**config.mk**
```make
export PLATFORM = sky130hd
export DESIGN_NAME = frame_serial_tx
export DESIGN_NICKNAME = d
export VERILOG_FILES = /design/src/rtl/ftx_pkg.sv /design/src/rtl/ftx_clk_div.sv /design/src/rtl/ftx_shift.sv /design/src/rtl/frame_serial_tx.sv
export SDC_FILE = /design/constraint.sdc
export NUM_CORES = 1
export LEC_CHECK = 0
export BUFFER_PORTS_ARGS = -buffer_cell sky130_fd_sc_hd__clkbuf_2
export CAP_MARGIN = 15
export CORE_MARGIN = 5
export CORE_UTILIZATION = 55
export DETAILED_ROUTE_END_ITERATION = 16
export GPL_ROUTABILITY_DRIVEN = 1
export PLACE_DENSITY = 0.8
export SYNTH_ARGS = -nofsm -noshare
export SYNTH_HDL_FRONTEND = slang
export SYNTH_SLANG_ARGS = --single-unit
```
**constraint.sdc**
```tcl
create_clock -name clk_i -period 2 [get_ports clk_i]
set_input_delay 0.3 -clock clk_i [delete_from_list [all_inputs] [get_ports clk_i]]
set_output_delay 0.3 -clock clk_i [all_outputs]
set_load 0.05 [all_outputs]
```
**src/rtl/ftx_pkg.sv**
```systemverilog
package ftx_pkg;
  typedef enum logic [1:0] {
    ST_IDLE = 2'd0,
    ST_SEND = 2'd1,
    ST_GAP  = 2'd2
  } ftx_state_e;
endpackage

```
**src/rtl/ftx_clk_div.sv**
```systemverilog
module ftx_clk_div #(
  parameter int unsigned HALF = 2
) (
  input  logic clk_i,
  input  logic rst_ni,
  input  logic run_i,
  output logic tick_o
);
  localparam int unsigned CW = (HALF > 1) ? $clog2(HALF) : 1;

  logic [CW-1:0] cnt_q;

  generate
    if (HALF == 1) begin : g_every
      assign tick_o = run_i;
      always_ff @(posedge clk_i or negedge rst_ni) begin
        if (!rst_ni) cnt_q <= '0;
        else         cnt_q <= '0;
      end
    end else begin : g_count
      assign tick_o = run_i && (cnt_q == CW'(HALF - 1));
      always_ff @(posedge clk_i or negedge rst_ni) begin
        if (!rst_ni)     cnt_q <= '0;
        else if (!run_i) cnt_q <= '0;
        else if (tick_o) cnt_q <= '0;
        else             cnt_q <= cnt_q + 1'b1;
      end
    end
  endgenerate
endmodule

```
**src/rtl/ftx_shift.sv**
```systemverilog
module ftx_shift #(
  parameter int unsigned W = 12
) (
  input  logic         clk_i,
  input  logic         rst_ni,
  input  logic         load_i,
  input  logic         shift_i,
  input  logic [W-1:0] word_i,
  output logic         msb_o
);
  logic [W-1:0] sh_q;

  always_ff @(posedge clk_i or negedge rst_ni) begin
    if (!rst_ni)      sh_q <= '0;
    else if (load_i)  sh_q <= word_i;
    else if (shift_i) sh_q <= {sh_q[W-2:0], 1'b0};
  end

  assign msb_o = sh_q[W-1];
endmodule

```
**src/rtl/frame_serial_tx.sv**
```systemverilog
module frame_serial_tx
  import ftx_pkg::*;
#(
  parameter int unsigned W   = 12,
  parameter int unsigned DIV = 4
) (
  input  logic         clk_i,
  input  logic         rst_ni,
  input  logic         start_i,
  input  logic [W-1:0] word_i,
  output logic         bck_o,
  output logic         data_o,
  output logic         frame_o,
  output logic         busy_o
);
  localparam int unsigned HALF = DIV / 2;
  localparam int unsigned PW   = $clog2(W);

  ftx_state_e    state_q;
  logic [PW-1:0] idx_q;
  logic          bck_q, frame_q;
  logic          tick, load, shift, msb;

  assign load  = (state_q == ST_IDLE) && start_i;
  // shift on a falling edge that is not the last one
  assign shift = (state_q == ST_SEND) && tick && bck_q && (idx_q != PW'(W - 1));

  ftx_clk_div #(.HALF(HALF)) u_div (
    .clk_i (clk_i),
    .rst_ni(rst_ni),
    .run_i (state_q != ST_IDLE),
    .tick_o(tick)
  );

  ftx_shift #(.W(W)) u_shift (
    .clk_i  (clk_i),
    .rst_ni (rst_ni),
    .load_i (load),
    .shift_i(shift),
    .word_i (word_i),
    .msb_o  (msb)
  );

  always_ff @(posedge clk_i or negedge rst_ni) begin
    if (!rst_ni) begin
      state_q <= ST_IDLE;
      idx_q   <= '0;
      bck_q   <= 1'b0;
      frame_q <= 1'b1;
    end else begin
      unique case (state_q)
        ST_IDLE: if (start_i) begin
          state_q <= ST_SEND;
          idx_q   <= '0;
          frame_q <= 1'b0;
        end
        ST_SEND: if (tick) begin
          if (!bck_q) begin
            bck_q <= 1'b1;
          end else begin
            bck_q <= 1'b0;
            if (idx_q == PW'(W - 1)) begin
              state_q <= ST_GAP;
              frame_q <= 1'b1;
              idx_q   <= '0;
            end else begin
              idx_q <= idx_q + 1'b1;
            end
          end
        end
        ST_GAP: if (tick) begin
          if (idx_q == PW'(1)) begin
            state_q <= ST_IDLE;
            idx_q   <= '0;
          end else begin
            idx_q <= idx_q + 1'b1;
          end
        end
        default: state_q <= ST_IDLE;
      endcase
    end
  end

  assign bck_o   = bck_q;
  assign frame_o = frame_q;
  assign data_o  = msb && (state_q == ST_SEND);
  assign busy_o  = (state_q != ST_IDLE);
endmodule

```
# Word-level counts from Yosys, hierarchy flattened

Index checks and enable logic that the tools add are counted.

Output and inout port bits: 4
Input bits: 15
Bits in registers: 21
Word-level logic and storage cells: 58
Bits in writable memories: 0
Memories kept: 0
ROM bits: 0
Latch bits: 0

Muxes and demuxes: 24
Order comparisons: 0
$mul: 0
Equality and inequality tests: 11
Add/sub/neg operators: 2
Shift-type cells: 0
Bitwise operators: 0
Div/mod/pow operators: 0
Reductions and logical operators: 15

Operators with widths:

| kind                                                             | count |
|---|---|
| 12-bit 2-to-1 mux                                                | 2 |
| 4-bit 2-to-1 mux                                                 | 6 |
| 2-bit 2-to-1 mux                                                 | 6 |
| 4-bit case mux with 3 select lines                               | 1 |
| 2-bit != test (second input constant)                            | 5 |
| 5-bit AND reduction                                              | 2 |
| 1-bit 2-to-1 mux                                                 | 7 |
| 1-bit logical AND                                                | 6 |
| 2-bit case mux with 3 select lines                               | 1 |
| 6-bit AND reduction                                              | 1 |
| 2-bit nonzero test                                               | 3 |
| 4-bit by 1-bit adder with 4-bit output (second input constant)   | 1 |
| 4-bit by 1-bit == test with 1-bit output (second input constant) | 1 |
| 4-bit == test (second input constant)                            | 1 |
| 4-bit != test (second input constant)                            | 1 |
| 3-bit nonzero test                                               | 1 |
| 2-bit by 1-bit == test with 1-bit output (second input constant) | 1 |
| 2-bit == test (second input constant)                            | 1 |
| 2-bit zero test                                                  | 1 |
| 2-bit by 1-bit != test with 1-bit output (second input constant) | 1 |
| 1-bit case mux with 2 select lines                               | 1 |
| 2-bit AND reduction                                              | 1 |
| 1-bit adder (second input constant)                              | 1 |

# Longest topological paths before layout

Gate-level depths: netlist of run 1.

Word-level depth: 7
Mapped depth: 7
Gate-level depth less buffers: 6

# Modules after synthesis

Synthesis of run 1 repeated with hierarchy kept, for this count alone.

Cells, all modules: 112
Area, all modules: 1,156.1 um2

Modules (own cells, without submodules):

| module          | cells each | area each (um2) | seq. area each (um2) | instances |
|---|---|---|---|---|
| frame_serial_tx | 58         | 568.0           | 201.4                | 1 |
| ftx_shift       | 51         | 546.8           | 300.3                | 1 |
| ftx_clk_div     | 3          | 41.3            | 25.0                 | 1 |

# Least setup slack after synthesis of run 1

OpenSTA, ideal clock, no wires.

Path kind: reg2reg
From: register state_q[1]
To: register state_q[1]
Setup time: 0.121 ns
Required time: 1.879 ns
Buffers on the path: 1
Arrival time: 1.482 ns
Cell stages (with the launch flop): 8
Slack: 0.397 ns
Period minus slack after synthesis: 1.603 ns
Path through: dfrtp_1 -> inv_1 -> ha_1 -> buf_6 -> nor4b_4 -> or3_4 -> o221ai_1 -> a22o_1

Longest elaborated chain between the ends: 4
Elaborated cells between the ends (all ways): 13
Those cells by class: 8 x eq/ne; 1 x mux; 4 x reduce/logical

Ends and longest elaborated chain:

| what                          | line                  | text |
|---|---|---|
| start: declaration            | frame_serial_tx.sv:19 | `ftx_state_e state_q;` |
| start signal: assignment      | frame_serial_tx.sv:46 | `state_q <= ST_IDLE;` |
| start signal: assignment      | frame_serial_tx.sv:53 | `state_q <= ST_SEND;` |
| start signal: assignment      | frame_serial_tx.sv:63 | `state_q <= ST_GAP;` |
| 2-bit nonzero test            | frame_serial_tx.sv:31 | `.run_i (state_q != ST_IDLE),` |
| 1-bit logical AND             | ftx_clk_div.sv:21     | `assign tick_o = run_i && (cnt_q == CW'(HALF - 1));` |
| 2-bit != test (no line)       | n/a                   |  |
| 6-bit AND reduction (no line) | n/a                   |  |

Parallel ways exist; a longest one is shown, timed or not.
A chain may end at the register's enable or synchronous reset.

# Worst setup path after layout of run 1

From: register state_q[1]
To: register idx_q[3]

Longest elaborated chain between the ends: 4
Elaborated cells between the ends (all ways): 12
Those cells by class: 6 x eq/ne; 1 x mux; 5 x reduce/logical

Ends and longest elaborated chain:

| what                          | line                  | text |
|---|---|---|
| 2-bit nonzero test            | frame_serial_tx.sv:31 |  |
| 1-bit logical AND             | ftx_clk_div.sv:21     |  |
| 2-bit != test (no line)       | n/a                   |  |
| 5-bit AND reduction (no line) | n/a                   |  |
| end signal: assignment        | frame_serial_tx.sv:67 | `idx_q <= idx_q + 1'b1;` |
| end signal: assignment        | frame_serial_tx.sv:76 | `idx_q <= idx_q + 1'b1;` |
| end: declaration              | frame_serial_tx.sv:20 | `logic [PW-1:0] idx_q;` |

Parallel ways exist; a longest one is shown, timed or not.

==> results of run 1 <==
[kinds of logic after synthesis]
group,Yosys count,share of synthesized area (%)
buffers and inverters,9,4.78
AOI/OAI and AO/OA,26,12.7
adders and majority gates,5,5.20
DFF,21,43.8
and+or+nand+nor,39,23.7
muxes,11,9.15
xor gates and xnor gates,1,0.728
[cell type report]
type / count / area, sq um
Fill cell: 176 / 801
Tap cell: 28 / 35.0
Multi-Input combinational cell: 82 / 632
Clock inverter: 1 / 5.00
Timing Repair Buffer: 20 / 108
Clock buffer: 3 / 22.5
Inverter: 5 / 18.8
Sequential cell: 21 / 527
[synth_stat cells (2+ instances only)]
cell,number
clkbuf_1,2
mux2i_1,11
and2_1,2
nor4b_4,2
nand2_1,6
nand3_1,3
nor2_1,13
o21ai_1,4
ha_1,5
nand2b_1,3
a21oi_1,15
dfrtp_1,20
inv_1,5
[routing by layer]
metal	wire [um]	GRT usage, %	vias to the layer above	share of wire (%)
li1	-	-	437	-
met1	1020	19.0	429	44
met2	1170	26.2	21	50
met3	93	3.91	4	4.0
met4	42	6.95	0	1.8
met5	0	0	-	0
[state kept, by name (all words and copies together) (netlist names)]
name          cells
state_q           2
idx_q             4
bck_o             1
frame_o           1
u_shift.sh_q     12
u_div.cnt_q       1
[worst max-delay path: stages (launching register included)]
cell      delay, ns
dfrtp_1        0.42
inv_1          0.13
ha_1           0.32
and4b_1        0.26
a211oi_2       0.34
nand2b_4       0.23
o22ai_1        0.08
[power groups by stage]
stage	clock [uW]	combinational (uW)	sequential (uW)
global placement	0	1050	732
detailed placement	0	1100	745
global route	244	1230	766
floorplan	0	878	761
finish	211	1130	741
CTS	217	1110	736
[per-stage QoR]
step           setup slack (ns)  instances  total power (uW)  cell area, sq um  hold slack (ns)
6_report                  0.109        160              2080              1350            0.192
5_1_grt                  0.0180        160              2240              1350            0.177
4_1_cts                   0.104        160              2060              1340            0.191
3_5_place_dp              0.129        155              1850              1300            0.294
2_1_floorplan             0.397        112              1640              1200          0.00441
3_3_place_gp              0.230        155              1780              1300            0.289
[timing repair]
action | CTS | global route
hold buffers | 1 | 0
setup endpoints to repair | 1 | 1
resized for setup | 1 | 1
hold endpoints to repair | 20 | 0
[final timing paths]
path / startpoint / endpoint / slack, ns
max reg2reg: state_q[1]$_DFFE_PN0P_ / idx_q[3]$_DFFE_PN0P_ / 0.11
min: word_i[0] / u_shift.sh_q[0]$_DFFE_PN0P_ / 0.19
min reg2reg: u_div.cnt_q$_DFF_PN0_ / u_div.cnt_q$_DFF_PN0_ / 0.54
max: state_q[1]$_DFFE_PN0P_ / idx_q[3]$_DFFE_PN0P_ / 0.11
max in group asynchronous: rst_ni / frame_o$_DFFE_PN1P_ / 1.16
min in group asynchronous: rst_ni / bck_o$_DFFE_PN0P_ / 0.48
==> metrics.txt, run 1 <==
status=complete, no violations; Setup TNS=0 ns; Crit path required time=2.21 ns; Hold Violations, Final=0; synthesized instance count=112; Starting Density=56.0%; Seq pwr share=35.7%; standard-cell row count=17; Skew-Pair Late Insertion Delay=0.31 ns; DRT Pass-1 Iters=5; crit start category=flop; Post-synth EDFFs=0; Slew headroom=65.3%; Longest Clk Path Bufs=2; Setup crit end kind=flop; CTS root buffer=clkbuf_4; hold depth=3; Slew @ Worst Pin=0.520 ns; Chip Width=56.8 um; Max Slew Vio Count=0; final setup violation count=0; vias in the first global route=924; Nets=153; total global-route track usage=15.7%; pwr dens=1540 mW/mm^2; critical setup path kind=flop to flop; Vias per Instance=5.57; RD Place Congestion=0.849; clock power share=10.1%; Max-Cap Viols=0; Post-DP HPWL=1770 um; post-synth top area share=41.6%; commonest non-fill, non-tap cell in the layout=dfrtp_1; Peak Freq=529 MHz; H-tree depth=1; PortBufs=18; YS warnings=0; Static Leak=0.000651 uW; vias=891; Worst Path Arrival=2.10 ns; die area=0.00322 sq mm; skew final=0.00429 ns; Combinational Power Share=54.2%; total CTS buffers=3; Avg Synthesized Cell Area=10.7 sq um; Register-to-Register Path Depth=6; first-pass GRT wire length=4000 um; layout cell share with drive strength beyond 1=25.8%; drt first-iter violations=14; setup repair bufs after CTS=0; Final ANT Viol Nets=0; Post-synth ARST share=100%; min Tclk post-route=1.89 ns; Sw Ratio=44.7%; largest net degree at the start of global routing=22; Synth area leaders=dfrtp_1, mux2i_1, a21oi_1; Worst Hold Class=input port to flop; Net Switching=928 uW; clock sinks=21; area leader, netlist=dfrtp_1; Main synth FF type=dfrtp_1; Routed WL per cell=14.5 um; CTS tree=done; cell area after synthesis=0.00120 sq mm; CORE AREA=0.00215 sq mm; syn nets=132; CP Max Fanout=9; Max VDD drop=1.01 mV; initial antenna violation count=0; most frequent cells in the layout=dfrtp_1, clkbuf_2, a21oi_1, nor2_1, mux2i_1; drt total wl=2330 um; #FFs+latches synth=21; Seq/Total Area, Yosys=43.8%; Ports=19; Syn-to-layout area delta=12.0%; unrepaired setup endpoints after global routing=false; Final Util=62.7%; clock-pin transition on the worst setup and hold timing paths=0.12 ns; Final period util=94.5%; chip height=56.8 um; Distinct cells, synth=34; GRT Residual Overflow=0; Diodes inserted=0; DR DRC count=0; internal power=1150 uW
No activity file was read; power rests on OpenSTA's default activity.
==> inputs of run 2 (changes only) <==
==> constraint.sdc (replaced) <==
create_clock -name clk_i -period 2 [get_ports clk_i]
set_input_delay 0.6 -clock clk_i [delete_from_list [all_inputs] [get_ports clk_i]]
set_output_delay 0.6 -clock clk_i [all_outputs]
set_load 0.05 [all_outputs]
==> run 2 against run 1 <==
Against the previous run:
- sequential share of layout area shrank 0.96 points
- count of clock-buffer cells in the layout is the same
- first-iteration DRC count shrank 57%
- power grew 3.8%
- utilization grew 1.6 points
- critical path type is now flop to output pin
- critical endpoint is now data_o
- highest routed layer unchanged
==> metrics.txt, run 2 (synthesis gave the netlist of run 1 again) <==
chip height=56.8 um (unchanged); max reg flops=12 (unchanged); Worst Path Arrival=1.33 ns (-0.77 ns); Slowest cell on crit path=dfrtp_1; Setup TNS=0 ns (unchanged); clock-pin transition on the worst setup and hold timing paths=0.12 ns (about the same); Max VDD drop=0.888 mV (-12%); H-tree depth=1 (unchanged); final critical-path setup slack=0.0695 ns (-0.0395 ns); CP Cell Sequence=buf_4 > ha_4 > and2_1 > buf_6; vias in the first global route=852 (-7.8%); status=complete, no violations; CTS root buffer=clkbuf_4; Skew-Pair Late Insertion Delay=0.30 ns (about the same); Final ANT Viol Nets=0 (unchanged); drt total wl=2120 um (-8.7%); Max Slew Vio Count=0 (unchanged); pwr dens=1560 mW/mm^2 (+1.3%); Routed WL per cell=13.1 um (-9.9%); placed instance count=156 (+0.65%); Max-Cap Viols=0 (unchanged); total CTS buffers=3 (unchanged); Vias per Instance=5.44 (-2.3%); Syn-to-layout area delta=14.8%; CP top delay family=flip-flops; clock sinks=21 (unchanged); total stage count of the critical path=4 (-2); GRT Residual Overflow=0 (unchanged); Worst Hold Class=input port to asynchronous set/reset pin; Register-to-Register Path Depth=7 (+1); Starting Density=56.0% (unchanged); initial antenna violation count=0 (unchanged); CTS tree=done; Peak Freq=518 MHz (-2.0%); Post-DP HPWL=1590 um (-10%); most frequent cells in the layout=dfrtp_1, clkbuf_2, a21oi_1, nor2_1, mux2i_1; drt first-iter violations=6 (-8); Reg-to-Reg Start=state_q[0]$_DFFE_PN0P_; Critical path origin=state_q[0]$_DFFE_PN0P_; final setup violation count=0 (unchanged); PortBufs=18 (unchanged); largest register by flop count=u_shift.sh_q; min Tclk post-route=1.93 ns (+0.0395 ns); Longest Clk Path Bufs=2 (unchanged); DR DRC count=0 (unchanged); Setup crit end kind=output pin; Finished Cell Area=0.00138 sq mm (+2.5%); CP Max Fanout=7 (-2); Static Leak=0.000665 uW (+2.0%); DRT Pass-1 Iters=4 (-1); Final period util=96.5% (+2.0 points); layout cell share with drive strength beyond 1=29.9% (+4.1 points); hold buffer count at CTS=0 (-1); commonest non-fill, non-tap cell in the layout=dfrtp_1; critical setup path kind=flop to output pin; worst path bufs/invs=2 (+1); DP Area=0.00131 sq mm (+0.58%); Slew @ Worst Pin=0.514 ns (-0.00558 ns); Crit path required time=1.40 ns (-0.81 ns); pre-CTS setup slack=0.140 ns (+0.0111 ns); Hold Violations, Final=0 (unchanged); CP peak stage delay=0.41 ns (about the same); standard-cell row count=17 (unchanged); Slew headroom=65.7% (+0.37 points); total global-route track usage=14.5% (-1.3 points); crit start category=flop; RD Place Congestion=0.874 (+2.9%); die area=0.00322 sq mm (unchanged); Final Util=64.3% (+1.6 points); Final Instance Count excl. Fillers=162 (+1.3%); Diodes inserted=0 (unchanged); largest net degree at the start of global routing=22 (unchanged); Ports=19 (unchanged); FILL cells=178 (+1.1%); CORE AREA=0.00215 sq mm (unchanged); skew final=0.00233 ns (-0.00196 ns); unrepaired setup endpoints after global routing=false; Chip Width=56.8 um (unchanged); Nets=155 (+1.3%); vias=881 (-1.1%); biggest regs=u_shift.sh_q x12, idx_q x4, state_q x2; first-pass GRT wire length=3760 um (-5.9%)
[run 2: where the power goes]
part / total (uW) / internal, uW / switching [uW]
registers: 727 / 607 / 120
clock network: 207 / 74.6 / 133
logic: 1220 / 546 / 676
[run 2: metrics by stage]
stage	hold WS, ns	power (uW)
global route	0.264	2330
CTS	0.251	2090
floorplan	0.304	1640
global placement	0.488	1790
finish	0.241	2160
detailed placement	0.511	1840
[run 2: path summary, 6_finish.rpt]
kind | endpoint | slack, ns
min | u_shift.sh_q[3]$_DFFE_PN0P_ | 0.24
min in group clk_i | u_shift.sh_q[0]$_DFFE_PN0P_ | 0.48
max in group asynchronous | frame_o$_DFFE_PN1P_ | 1.40
max reg2reg | state_q[1]$_DFFE_PN0P_ | 0.19
max | data_o | 0.07
min reg2reg | bck_o$_DFFE_PN0P_ | 0.52
[run 2: cell type report]
| type | count | area, sq um | area share (%) |
|---|---|---|---|
| Clock buffer | 3 | 22.5 | 1.63 |
| Clock inverter | 1 | 5.00 | 0.362 |
| Inverter | 5 | 18.8 | 1.36 |
| Multi-Input combinational cell | 82 | 644 | 46.6 |
| Sequential cell | 21 | 527 | 38.1 |
| Tap cell | 28 | 35.0 | 2.54 |
| Timing Repair Buffer | 22 | 129 | 9.33 |
[run 2: per-layer routing]
layer / track usage (%) / wire length (um) / part of all wire (%)
met1: 19.3 / 991 / 47
met2: 23.1 / 1040 / 49
met3: 2.99 / 73 / 3.4
met4: 4.97 / 18 / 0.85
met5: 0 / 0 / 0
[run 2: repair_timing]
action | 4_1_cts | 5_1_grt
endpoints found under the setup margin | 2 | 2
resized for setup | 5 | 5
buffers inserted | 0 | 2
[run 2: worst register-to-register path, stage by stage, from the launching register on]
cell,delay [ns]
dfrtp_1,0.41
buf_4,0.15
ha_4,0.18
buf_4,0.16
nor4b_4,0.31
or3_4,0.21
o221ai_1,0.10
a22o_1,0.20
==> inputs of run 3 (changes only) <==
--- a/config.mk
+++ b/config.mk
@@ -12,6 +12,7 @@
 export DETAILED_ROUTE_END_ITERATION = 16
 export GPL_ROUTABILITY_DRIVEN = 1
 export PLACE_DENSITY = 0.8
+export RECOVER_POWER = 25
 export SYNTH_ARGS = -nofsm -noshare
 export SYNTH_HDL_FRONTEND = slang
 export SYNTH_SLANG_ARGS = --single-unit
==> run 3 against run 2 <==
Against the previous run:
- non-clock buffer count unchanged
- worst setup slack unchanged
- sequential power about the same
- critical path type unchanged
- critical endpoint unchanged
- largest cell class unchanged
- largest power group unchanged
==> metrics.txt, run 3 (synthesis gave the netlist of run 1 again) <==
Final ANT Viol Nets=0 (unchanged); clock sinks=21 (unchanged); crit start category=flop; CP Max Fanout=7 (unchanged); drt total wl=2120 um (about the same); Combinational Power Share=56.7% (about the same); Skew-Pair Late Insertion Delay=0.30 ns (about the same); Register-to-Register Path Depth=7 (unchanged); clock power share=9.6% (about the same); CTS root buffer=clkbuf_4; Ports=19 (unchanged); Max Slew Vio Count=0 (unchanged); min Tclk post-route=1.93 ns (unchanged); Vias per Instance=5.44 (unchanged); Chip Width=56.8 um (unchanged); Worst Hold Class=input port to asynchronous set/reset pin; most frequent cells in the layout=dfrtp_1, a21oi_1, clkbuf_2, nor2_1, mux2i_1; Reg-to-Reg Start=state_q[0]$_DFFE_PN0P_; Routed WL per cell=13.1 um (about the same); R2R Path End=state_q[1]$_DFFE_PN0P_; GRT Residual Overflow=0 (unchanged); drt first-iter violations=6 (unchanged); first-pass GRT wire length=3760 um (unchanged); commonest non-fill, non-tap cell in the layout=dfrtp_1; skew final=0.00233 ns (unchanged); Syn-to-layout area delta=14.7% (about the same); largest register by flop count=u_shift.sh_q; Max-Cap Viols=0 (unchanged); placed instance count=156 (unchanged); Final Instance Count excl. Fillers=162 (unchanged); standard-cell row count=17 (unchanged); Peak Freq=518 MHz (unchanged); Static Leak=0.000662 uW (-0.45%); H-tree depth=1 (unchanged); Crit path required time=1.40 ns (about the same); DRT Pass-1 Iters=4 (unchanged); clock-pin transition on the worst setup and hold timing paths=0.12 ns (about the same); Longest Clk Path Bufs=2 (unchanged); largest net degree at the start of global routing=22 (unchanged); Worst Path Arrival=1.33 ns (about the same); total CTS buffers=3 (unchanged); Nets=155 (unchanged); flop-to-flop setup slack=0.19 ns (about the same); Net Switching=929 uW (about the same); Slew @ Worst Pin=1.10 ns (+0.587 ns); final setup violation count=0 (unchanged); unrepaired setup endpoints after global routing=false; status=complete, no violations; max reg flops=12 (unchanged); layout cell share with drive strength beyond 1=29.1% (-0.75 points); RD Place Congestion=0.874 (unchanged); FILL cells=178 (unchanged); die area=0.00322 sq mm (unchanged); pre-CTS setup slack=0.140 ns (unchanged); total global-route track usage=14.5% (unchanged); Seq pwr share=33.7% (about the same); CTS tree=done; final critical-path setup slack=0.0695 ns (unchanged); Starting Density=56.0% (unchanged); DR DRC count=0 (unchanged); Sw Ratio=43.1% (about the same); internal power=1230 uW (about the same); vias=881 (unchanged); Final period util=96.5% (unchanged); CORE AREA=0.00215 sq mm (unchanged); pwr dens=1560 mW/mm^2 (about the same); vias in the first global route=852 (unchanged); initial antenna violation count=0 (unchanged); Slew headroom=26.6% (-39 points); Max VDD drop=0.888 mV (about the same); Post-DP HPWL=1590 um (unchanged); Setup crit end kind=output pin; Diodes inserted=0 (unchanged); biggest regs=u_shift.sh_q x12, idx_q x4, state_q x2; PortBufs=18 (unchanged); chip height=56.8 um (unchanged); critical setup path kind=flop to output pin; Hold Violations, Final=0 (unchanged)
run 3: cell count changes in the layout (fill, tap and decap cells not counted):
cell,change
clkbuf_2,-1
clkbuf_1,+1
run 3: per-layer routing:
layer / share of wire (%) / wire length, um / GRT usage (%) / vias up
met5: 0 / 0 / 0 / -
met4: 0.85 / 18 / 4.97 / 0
met3: 3.4 / 73 / 2.99 / 6
met2: 49 / 1040 / 23.1 / 20
met1: 47 / 990 / 19.3 / 416
li1: - / - / - / 439
run 3: what timing repair did:
item / in CTS / in global routing
hold buffers: 0 / 0
buffers inserted: 0 / 2
resized for setup: 5 / 5
setup endpoints to repair: 2 / 2
run 3: power by group through the flow:
stage	clock (uW)	sequential, uW	combinational, uW
final	207	727	1220
after global routing	235	756	1340
after CTS	214	732	1150
after detailed placement	0	736	1110
after global placement	0	727	1060
after floorplan	0	761	878
run 3: layout make-up:
type | count | area (sq um) | share of cell area, %
clock buffer | 3 | 22.5 | 1.63
inverter | 5 | 18.8 | 1.36
timing repair buffer | 22 | 128 | 9.25
multi-input combinational | 82 | 644 | 46.7
tap | 28 | 35.0 | 2.54
sequential | 21 | 527 | 38.2
clock inverter | 1 | 5.00 | 0.363
run 3: worst max-delay path by stage:
| stage | start | endpoint | slack, ns | cells after the start |
|---|---|---|---|---|
| global placement | state_q[1]$_DFFE_PN0P_ | data_o | 0.21 | 4 |
| floorplan | state_q[1]$_DFFE_PN0P_ | data_o | 0.24 | 4 |
| detailed placement | state_q[1]$_DFFE_PN0P_ | idx_q[3]$_DFFE_PN0P_ | 0.14 | 7 |
| global route | state_q[1]$_DFFE_PN0P_ | data_o | 0.001 | 4 |
| CTS | state_q[0]$_DFFE_PN0P_ | busy_o | -0.03 | 4 |
| finish | state_q[0]$_DFFE_PN0P_ | data_o | 0.07 | 4 |
run 3: through the flow:
step | instance area, sq um | setup TNS [ns] | power (uW) | hold WS [ns] | utilization, %
after floorplan | 1200 | 0 | 1640 | 0.304 | -
after global placement | 1310 | 0 | 1790 | 0.488 | 60.7
after detailed placement | 1310 | 0 | 1840 | 0.511 | 60.7
after CTS | 1350 | -0.0273 | 2090 | 0.251 | 63.0
after global routing | 1380 | 0 | 2330 | 0.461 | 64.2
final | 1380 | 0 | 2160 | 0.466 | 64.2
run 3: critical path, cell delays in order, from the launching register on:
cell	delay, ns
dfrtp_1	0.41
buf_4	0.14
ha_4	0.18
and2_1	0.15
buf_6	0.15
